`src/rtl/xlate_pkg.sv`:
```
package xlate_pkg;

  // Action taken on the translation state in a given cycle
  typedef enum logic [1:0] {
    WA_NONE   = 2'd0,
    WA_FLUSH  = 2'd1,
    WA_FILL   = 2'd2,
    WA_REFUSE = 2'd3
  } wr_act_e;

endpackage

```
`src/rtl/xlate_entry_array.sv`:
```
module xlate_entry_array #(
  parameter int N     = 8,
  parameter int VPN_W = 20,
  parameter int PPN_W = 18,
  localparam int IDX_W = $clog2(N)
) (
  input  logic             clk,
  input  logic             rst_n,
  input  logic [VPN_W-1:0] cmp_vpn,
  input  logic             wr_en,
  input  logic [IDX_W-1:0] wr_idx,
  input  logic [VPN_W-1:0] wr_vpn,
  input  logic [PPN_W-1:0] wr_ppn,
  input  logic             flush_en,
  output logic [N-1:0]     valid_vec,
  output logic [N-1:0]     hit_vec,
  output logic [N-1:0]     wmatch_vec,
  output logic [PPN_W-1:0] rd_ppn
);

  logic [N-1:0]     valid_q;
  logic [N-1:0]     valid_d;
  logic [PPN_W-1:0] ppn_masked [N];

  // next state of the valid flags
  always_comb begin
    valid_d = valid_q;
    if (flush_en) begin
      valid_d = '0;
    end else if (wr_en) begin
      valid_d[wr_idx] = 1'b1;
    end
  end

  always_ff @(posedge clk or negedge rst_n) begin
    if (!rst_n) begin
      valid_q <= '0;
    end else begin
      valid_q <= valid_d;
    end
  end

  for (genvar g = 0; g < N; g++) begin : g_slot
    logic [VPN_W-1:0] vpn_r;
    logic [PPN_W-1:0] ppn_r;
    logic             slot_we;

    assign slot_we = wr_en && !flush_en && (wr_idx == IDX_W'(g));

    always_ff @(posedge clk) begin
      if (slot_we) begin
        vpn_r <= wr_vpn;
        ppn_r <= wr_ppn;
      end
    end

    assign hit_vec[g]    = valid_q[g] && (vpn_r == cmp_vpn);
    assign wmatch_vec[g] = valid_q[g] && (vpn_r == wr_vpn);
    assign ppn_masked[g] = hit_vec[g] ? ppn_r : '0;
  end

  // or-reduce: at most one slot matches
  always_comb begin
    rd_ppn = '0;
    for (int i = 0; i < N; i++) begin
      rd_ppn = rd_ppn | ppn_masked[i];
    end
  end

  assign valid_vec = valid_q;

endmodule

```
`src/rtl/xlate_plru.sv`:
```
module xlate_plru #(
  parameter int N = 8,
  localparam int IDX_W = $clog2(N),
  localparam int NB    = N - 1
) (
  input  logic             clk,
  input  logic             rst_n,
  input  logic             hit_touch,
  input  logic [IDX_W-1:0] hit_idx,
  input  logic             fill_touch,
  input  logic [IDX_W-1:0] fill_idx,
  output logic [IDX_W-1:0] victim_idx
);

  logic [NB-1:0] tree_q;
  logic [NB-1:0] tree_d;
  int            vnode;

  // point every node on the path of slot w away from it
  function automatic logic [NB-1:0] touch(input logic [NB-1:0] t,
                                          input logic [IDX_W-1:0] w);
    logic [NB-1:0] r;
    int            node;
    r    = t;
    node = 0;
    for (int l = 0; l < IDX_W; l++) begin
      r[node] = ~w[IDX_W-1-l];
      node    = 2 * node + 1 + int'(w[IDX_W-1-l]);
    end
    return r;
  endfunction

  always_comb begin
    vnode = 0;
    for (int l = 0; l < IDX_W; l++) begin
      vnode = 2 * vnode + 1 + int'(tree_q[vnode]);
    end
    victim_idx = IDX_W'(vnode - NB);
  end

  always_comb begin
    tree_d = tree_q;
    if (hit_touch) begin
      tree_d = touch(tree_d, hit_idx);
    end
    if (fill_touch) begin
      tree_d = touch(tree_d, fill_idx);
    end
  end

  always_ff @(posedge clk or negedge rst_n) begin
    if (!rst_n) begin
      tree_q <= '0;
    end else begin
      tree_q <= tree_d;
    end
  end

endmodule

```
`src/rtl/xlate_alloc.sv`:
```
module xlate_alloc #(
  parameter int N = 8,
  localparam int IDX_W = $clog2(N)
) (
  input  logic [N-1:0]     valid_vec,
  input  logic [N-1:0]     wmatch_vec,
  input  logic [IDX_W-1:0] victim_idx,
  output logic [IDX_W-1:0] tgt_idx
);

  logic [IDX_W-1:0] match_idx;
  logic [IDX_W-1:0] free_idx;
  logic             any_free;

  always_comb begin
    match_idx = '0;
    free_idx  = '0;
    for (int i = N - 1; i >= 0; i--) begin
      if (wmatch_vec[i]) begin
        match_idx = IDX_W'(i);
      end
      if (!valid_vec[i]) begin
        free_idx = IDX_W'(i);
      end
    end
  end

  assign any_free = ~&valid_vec;

  always_comb begin
    if (|wmatch_vec) begin
      tgt_idx = match_idx;
    end else if (any_free) begin
      tgt_idx = free_idx;
    end else begin
      tgt_idx = victim_idx;
    end
  end

endmodule

```
`src/rtl/xlate_buf.sv`:
```
module xlate_buf #(
  parameter int N     = 8,
  parameter int VPN_W = 20,
  parameter int PPN_W = 18,
  parameter int OFF_W = 12,
  localparam int IDX_W = $clog2(N)
) (
  input  logic                   clk,
  input  logic                   rst_n,
  input  logic                   lk_valid,
  input  logic                   lk_prefetch,
  input  logic [VPN_W-1:0]       lk_vpn,
  input  logic [OFF_W-1:0]       lk_off,
  input  logic                   priv_kernel,
  input  logic                   wr_en,
  input  logic [VPN_W-1:0]       wr_vpn,
  input  logic [PPN_W-1:0]       wr_ppn,
  input  logic                   flush,
  output logic                   lk_hit,
  output logic                   lk_miss,
  output logic                   lk_drop,
  output logic [PPN_W-1:0]       lk_ppn,
  output logic [PPN_W+OFF_W-1:0] lk_paddr,
  output logic                   prot_fault
);

  import xlate_pkg::*;

  wr_act_e          act;
  logic [N-1:0]     valid_vec;
  logic [N-1:0]     hit_vec;
  logic [N-1:0]     wmatch_vec;
  logic [PPN_W-1:0] rd_ppn;
  logic [IDX_W-1:0] hit_idx;
  logic [IDX_W-1:0] victim_idx;
  logic [IDX_W-1:0] tgt_idx;
  logic             fill_en;
  logic             flush_en;
  logic             demand_hit;

  // privilege gate on the state-changing requests
  always_comb begin
    if (!(wr_en || flush)) begin
      act = WA_NONE;
    end else if (!priv_kernel) begin
      act = WA_REFUSE;
    end else if (flush) begin
      act = WA_FLUSH;
    end else begin
      act = WA_FILL;
    end
  end

  assign fill_en    = (act == WA_FILL);
  assign flush_en   = (act == WA_FLUSH);
  assign prot_fault = (act == WA_REFUSE);

  always_comb begin
    hit_idx = '0;
    for (int i = 0; i < N; i++) begin
      if (hit_vec[i]) begin
        hit_idx = IDX_W'(i);
      end
    end
  end

  assign lk_hit     = lk_valid && (|hit_vec);
  assign lk_miss    = lk_valid && !lk_hit && !lk_prefetch;
  assign lk_drop    = lk_valid && !lk_hit && lk_prefetch;
  assign demand_hit = lk_hit && !lk_prefetch;
  assign lk_ppn     = lk_hit ? rd_ppn : '0;
  assign lk_paddr   = lk_hit ? {rd_ppn, lk_off} : '0;

  xlate_entry_array #(
    .N    (N),
    .VPN_W(VPN_W),
    .PPN_W(PPN_W)
  ) u_array (
    .clk       (clk),
    .rst_n     (rst_n),
    .cmp_vpn   (lk_vpn),
    .wr_en     (fill_en),
    .wr_idx    (tgt_idx),
    .wr_vpn    (wr_vpn),
    .wr_ppn    (wr_ppn),
    .flush_en  (flush_en),
    .valid_vec (valid_vec),
    .hit_vec   (hit_vec),
    .wmatch_vec(wmatch_vec),
    .rd_ppn    (rd_ppn)
  );

  xlate_alloc #(
    .N(N)
  ) u_alloc (
    .valid_vec (valid_vec),
    .wmatch_vec(wmatch_vec),
    .victim_idx(victim_idx),
    .tgt_idx   (tgt_idx)
  );

  xlate_plru #(
    .N(N)
  ) u_plru (
    .clk       (clk),
    .rst_n     (rst_n),
    .hit_touch (demand_hit),
    .hit_idx   (hit_idx),
    .fill_touch(fill_en),
    .fill_idx  (tgt_idx),
    .victim_idx(victim_idx)
  );

endmodule

```
`config.mk`:
```
export PLATFORM = sky130hd
export DESIGN_NAME = xlate_buf
export DESIGN_NICKNAME = d
export VERILOG_FILES = /design/src/rtl/xlate_pkg.sv /design/src/rtl/xlate_entry_array.sv /design/src/rtl/xlate_plru.sv /design/src/rtl/xlate_alloc.sv /design/src/rtl/xlate_buf.sv
export SDC_FILE = /design/constraint.sdc
export NUM_CORES = 1
export LEC_CHECK = 0
export CAP_MARGIN = 20
export CELL_PAD_IN_SITES_DETAIL_PLACEMENT = 1
export CELL_PAD_IN_SITES_GLOBAL_PLACEMENT = 1
export CORE_ASPECT_RATIO = 0.8
export CORE_MARGIN = 8
export CORE_UTILIZATION = 40
export DETAILED_ROUTE_END_ITERATION = 7
export HOLD_SLACK_MARGIN = 0.08
export PLACE_DENSITY = 0.76
export SLEW_MARGIN = 20
export SYNTH_ARGS = -nofsm -noshare
export SYNTH_HDL_FRONTEND = slang
export SYNTH_SLANG_ARGS = --single-unit
```
`constraint.sdc`:
```
create_clock -name clk -period 8.3 [get_ports clk]
set_input_delay 2.075 -clock clk [delete_from_list [all_inputs] [get_ports clk]]
set_output_delay 2.075 -clock clk [all_outputs]
set_load 0.005 [all_outputs]
```
==> metrics.md, run 1 <==
| Metric | Value |
|---|---|
| Min-delay worst type | reg -> reg |
| Wirelength per Cell | about 30 µm |
| Crit Path Max Fanout | 19 |
| DP Cell Count | roughly 1800 |
| GRT overflow | 0 |
| Post-synthesis sequential area ratio | around 61% |
| Min cycle time layout | around 7.9 ns |
| Vias post-DR | between 10000 and 15000 |
| #FFs+latches synth | between 300 and 400 |
| Row cnt | 65 |
| Final instance area | about 19000 µm² |
| Final period utilization | roughly 95% |
| Worst setup EP type | output port |
| TritonCTS clock tree | built |
| Synth cell count leaders | 304 x edfxtp_1, 192 x xnor2_1, 128 x xor2_1, 64 x nand4_1, 51 x nor4_1 |
| Initial Util | about two fifths |
| Net count after synthesis | between 1000 and 1500 |
| Cell Area, Synth | roughly 16000 µm² |
| Critical-path top delay cell | clkdlybuf4s50_1 |
| Clock tree buffer depth | 3 |
| GP Congestion | between 0.9 and 1 |
| Core area | 39000 µm² |
| Die area | 45900 µm² |
| DR DRC count | 0 |
| Root Driver | clkbuf_16 |
| First-pass GRT wire length | slightly below 80000 µm |
| Final hold vios | 0 |
| Clk sinks | roughly 320 |
| CP Launch Type | input port |
| Initial antenna violation count | 1 |
| Pre-CTS setup slack | roughly 0.45 ns |
| Nets@finish | ~1400 |
| Worst Path Arrival | 5.84 ns |
| Cell family with most CP delay | buffers and inverters |
| Max-slew violations | 0 |
| Adder-cell share of the synthesized area | less than 1% |
| Count leader, synth | edfxtp_1 |
| Avg Cell Area, Syn | about 14 µm² |
| Worst-skew pair later-pin latency | between 0.5 and 0.6 ns |
| Max-cap viol count | 0 |
| Cts hold-fix bufs | 0 |
| Layout cell share with drive strength beyond 1 | between 10 and 15% |
| Buf/Inv on CP | 2 |
| Endpoints failing setup | 0 |
| EDFF count, synth | ~300 |
| CTS buffer count | 36 |
| Worst vdd ir | ~140 µV |
| Status | finished clean |
| Largest family of logic cells by synthesized area | XOR/XNOR gates |
| Number of I/O pins | roughly 130 |
| Vias in the first global route | around 12000 |
| Routed Antenna Nets | 0 |
| WL final | ~54000 µm |
| Pre-antenna DRT Iters | 5 |
| Pleak | 5.92 nW |
| RSZ-0062 raised after global routing | false |
| Max Fclk | 0.126 GHz |
| Pwr Density | 195 nW/µm² |
| Setup ws final | roughly 0.38 ns |
| Mux share of post-synthesis cell area | less than 1% |
| Sum Neg Setup Slack | 0 ns |
| Post-CTS Setup Repair Bufs | 0 |
| WS Path Type | in -> out |
| Largest area contributor in the netlist | edfxtp_1 |
| DIE WIDTH | 237 µm |
| Xor/xnor cell area share of the yosys netlist | 17.9% |
| Initial DRC count | between 1000 and 1500 |
| Synth warn | 0 |
| Synth Area in Simple Gates | around a tenth |
| Netlist cell types | slightly above 60 |
| Cells after synthesis | about 1100 |
| Synth top area cells | edfxtp_1 58%, xnor2_1 11%, xor2_1 7.1% |
| Largest net degree at the start of global routing | 39 |
| Worst slew pin tran | ~1.2 ns |
| Post-cts resize count | 0 |
| Core Util, Final | 48.1% |
| Vias per Instance | between 6 and 7 |
| Placed cell area | around 18000 µm² |
| Critical Path Max Stage Delay | approximately 0.85 ns |
| Asr flop ratio synth | roughly 4.7% |
| CTS HTree Levels | 2 |
| Non-filler instance count after layout | around 1800 |
| Top cell type's share of synthesized area | slightly below 60% |
| Main synth FF type | edfxtp_1 |
| Worst-path clk slew | around 0.060 ns |
| Gr usage total | between 20% and 30% |
| Post-synthesis compound-gate area fraction | roughly 6.7% |
| Worst slew margin | 22.3% |
| P&R area growth vs syn | 19.7% |
| WP data required | just over 6 ns |
| Clk_skew | between 0.015 and 0.02 ns |
| DIE HEIGHT | about 190 µm |
| Cell Chain, Critical Path | clkdlybuf4s50_1 > xnor2_1 > nand4_1 > nor4_1 > and4_1 > nor4_4 > nand2_4 > nand2_4 > a31oi_1 > clkdlybuf4s50_1 |
| DP HPWL | 37900 µm |
| Buffers on Ports | between 100 and 150 |
## cells in the final DEF, fill, tap and decap left out, types with 23 or more instances in the layout
master           count
edfxtp_1           304
xnor2_1            192
xor2_1             128
clkdlybuf4s50_1    128
nand4_1             64
buf_4               61
nor4_1              51
a22oi_1             36
clkbuf_16           36
a31oi_1             24
nand2_1             23
## power by group
group | switching, mW | total, mW | internal (mW)
clock network | 0.667 | 1.53 | 0.866
logic | 0.198 | 0.319 | 0.121
registers | 0.0179 | 1.80 | 1.79
## flip-flops by register name, summed over array words and instances, names as in the netlist
| name | count |
|---|---|
| u_array.g_slot.ppn_r | 144 |
| u_array.g_slot.vpn_r | 160 |
| u_array.valid_vec | 8 |
| u_plru.tree_q | 7 |
## worst reg2reg max path, delay by kind of cell (launching register included)
kind,cells,cell delay (ns)
buf+inv,2,0.50
xor+xnor,1,0.39
simple gates,6,2.45
compound gates,1,0.28
flops,1,0.43
## final timing paths
path                                                 start                          to  slack, ns  cells past startpoint
worst min register to register            u_plru.tree_q[3]            u_plru.tree_q[3]       0.67                      2
worst max-delay path                             lk_vpn[5]                lk_paddr[24]       0.38                     10
worst max register to register  u_array.g_slot[7].vpn_r[8]  u_array.g_slot[4].vpn_r[5]       3.92                     10
worst min-delay path                      u_plru.tree_q[3]            u_plru.tree_q[3]       0.67                      2
max in group asynchronous                            rst_n            u_plru.tree_q[3]       5.88                      1
min in group asynchronous                            rst_n        u_array.valid_vec[7]       1.96                      1
## area by class of cell
class,count,area (µm²)
sequential,319,9500
inverter,13,48.8
clock inverter,17,160
fill,3929,20200
clock buffer,45,935
multi-input combinational,735,5690
antenna,1,2.50
tap,502,628
timing repair buffer,193,1820
## stage by stage
| stage | power (mW) | hold slack, ns |
|---|---|---|
| 2_1_floorplan | 1.99 | 0.526 |
| 3_3_place_gp | 2.14 | 0.643 |
| 3_5_place_dp | 2.15 | 0.661 |
| 4_1_cts | 3.67 | 0.677 |
| 5_1_grt | 3.75 | 0.702 |
| 6_report | 3.66 | 0.671 |
## per-layer routing
metal	up-vias	part of all wire [%]	track usage [%]
li1	4619	-	-
met1	5649	43	32.0
met2	572	45	36.2
met3	116	9.8	6.35
met4	0	3.0	7.21
met5	-	0	0
## logic make-up after synthesis
kind of cell | count (synthesis)
adder cells (fa/ha/maj) | 7
XOR/XNOR | 320
flip-flops | 319
AO/OA/AOI/OAI | 138
buffers and inverters | 92
AND/OR/NAND/NOR | 266
multiplexers | 4
Power figures use the tool's default switching activity.
==> inputs of run 2 (changes only) <==
- CAP_MARGIN: 20 -> unset
==> results of run 2 <==
Same layout as run 1: the final DEF is identical, and so are final timing and power.
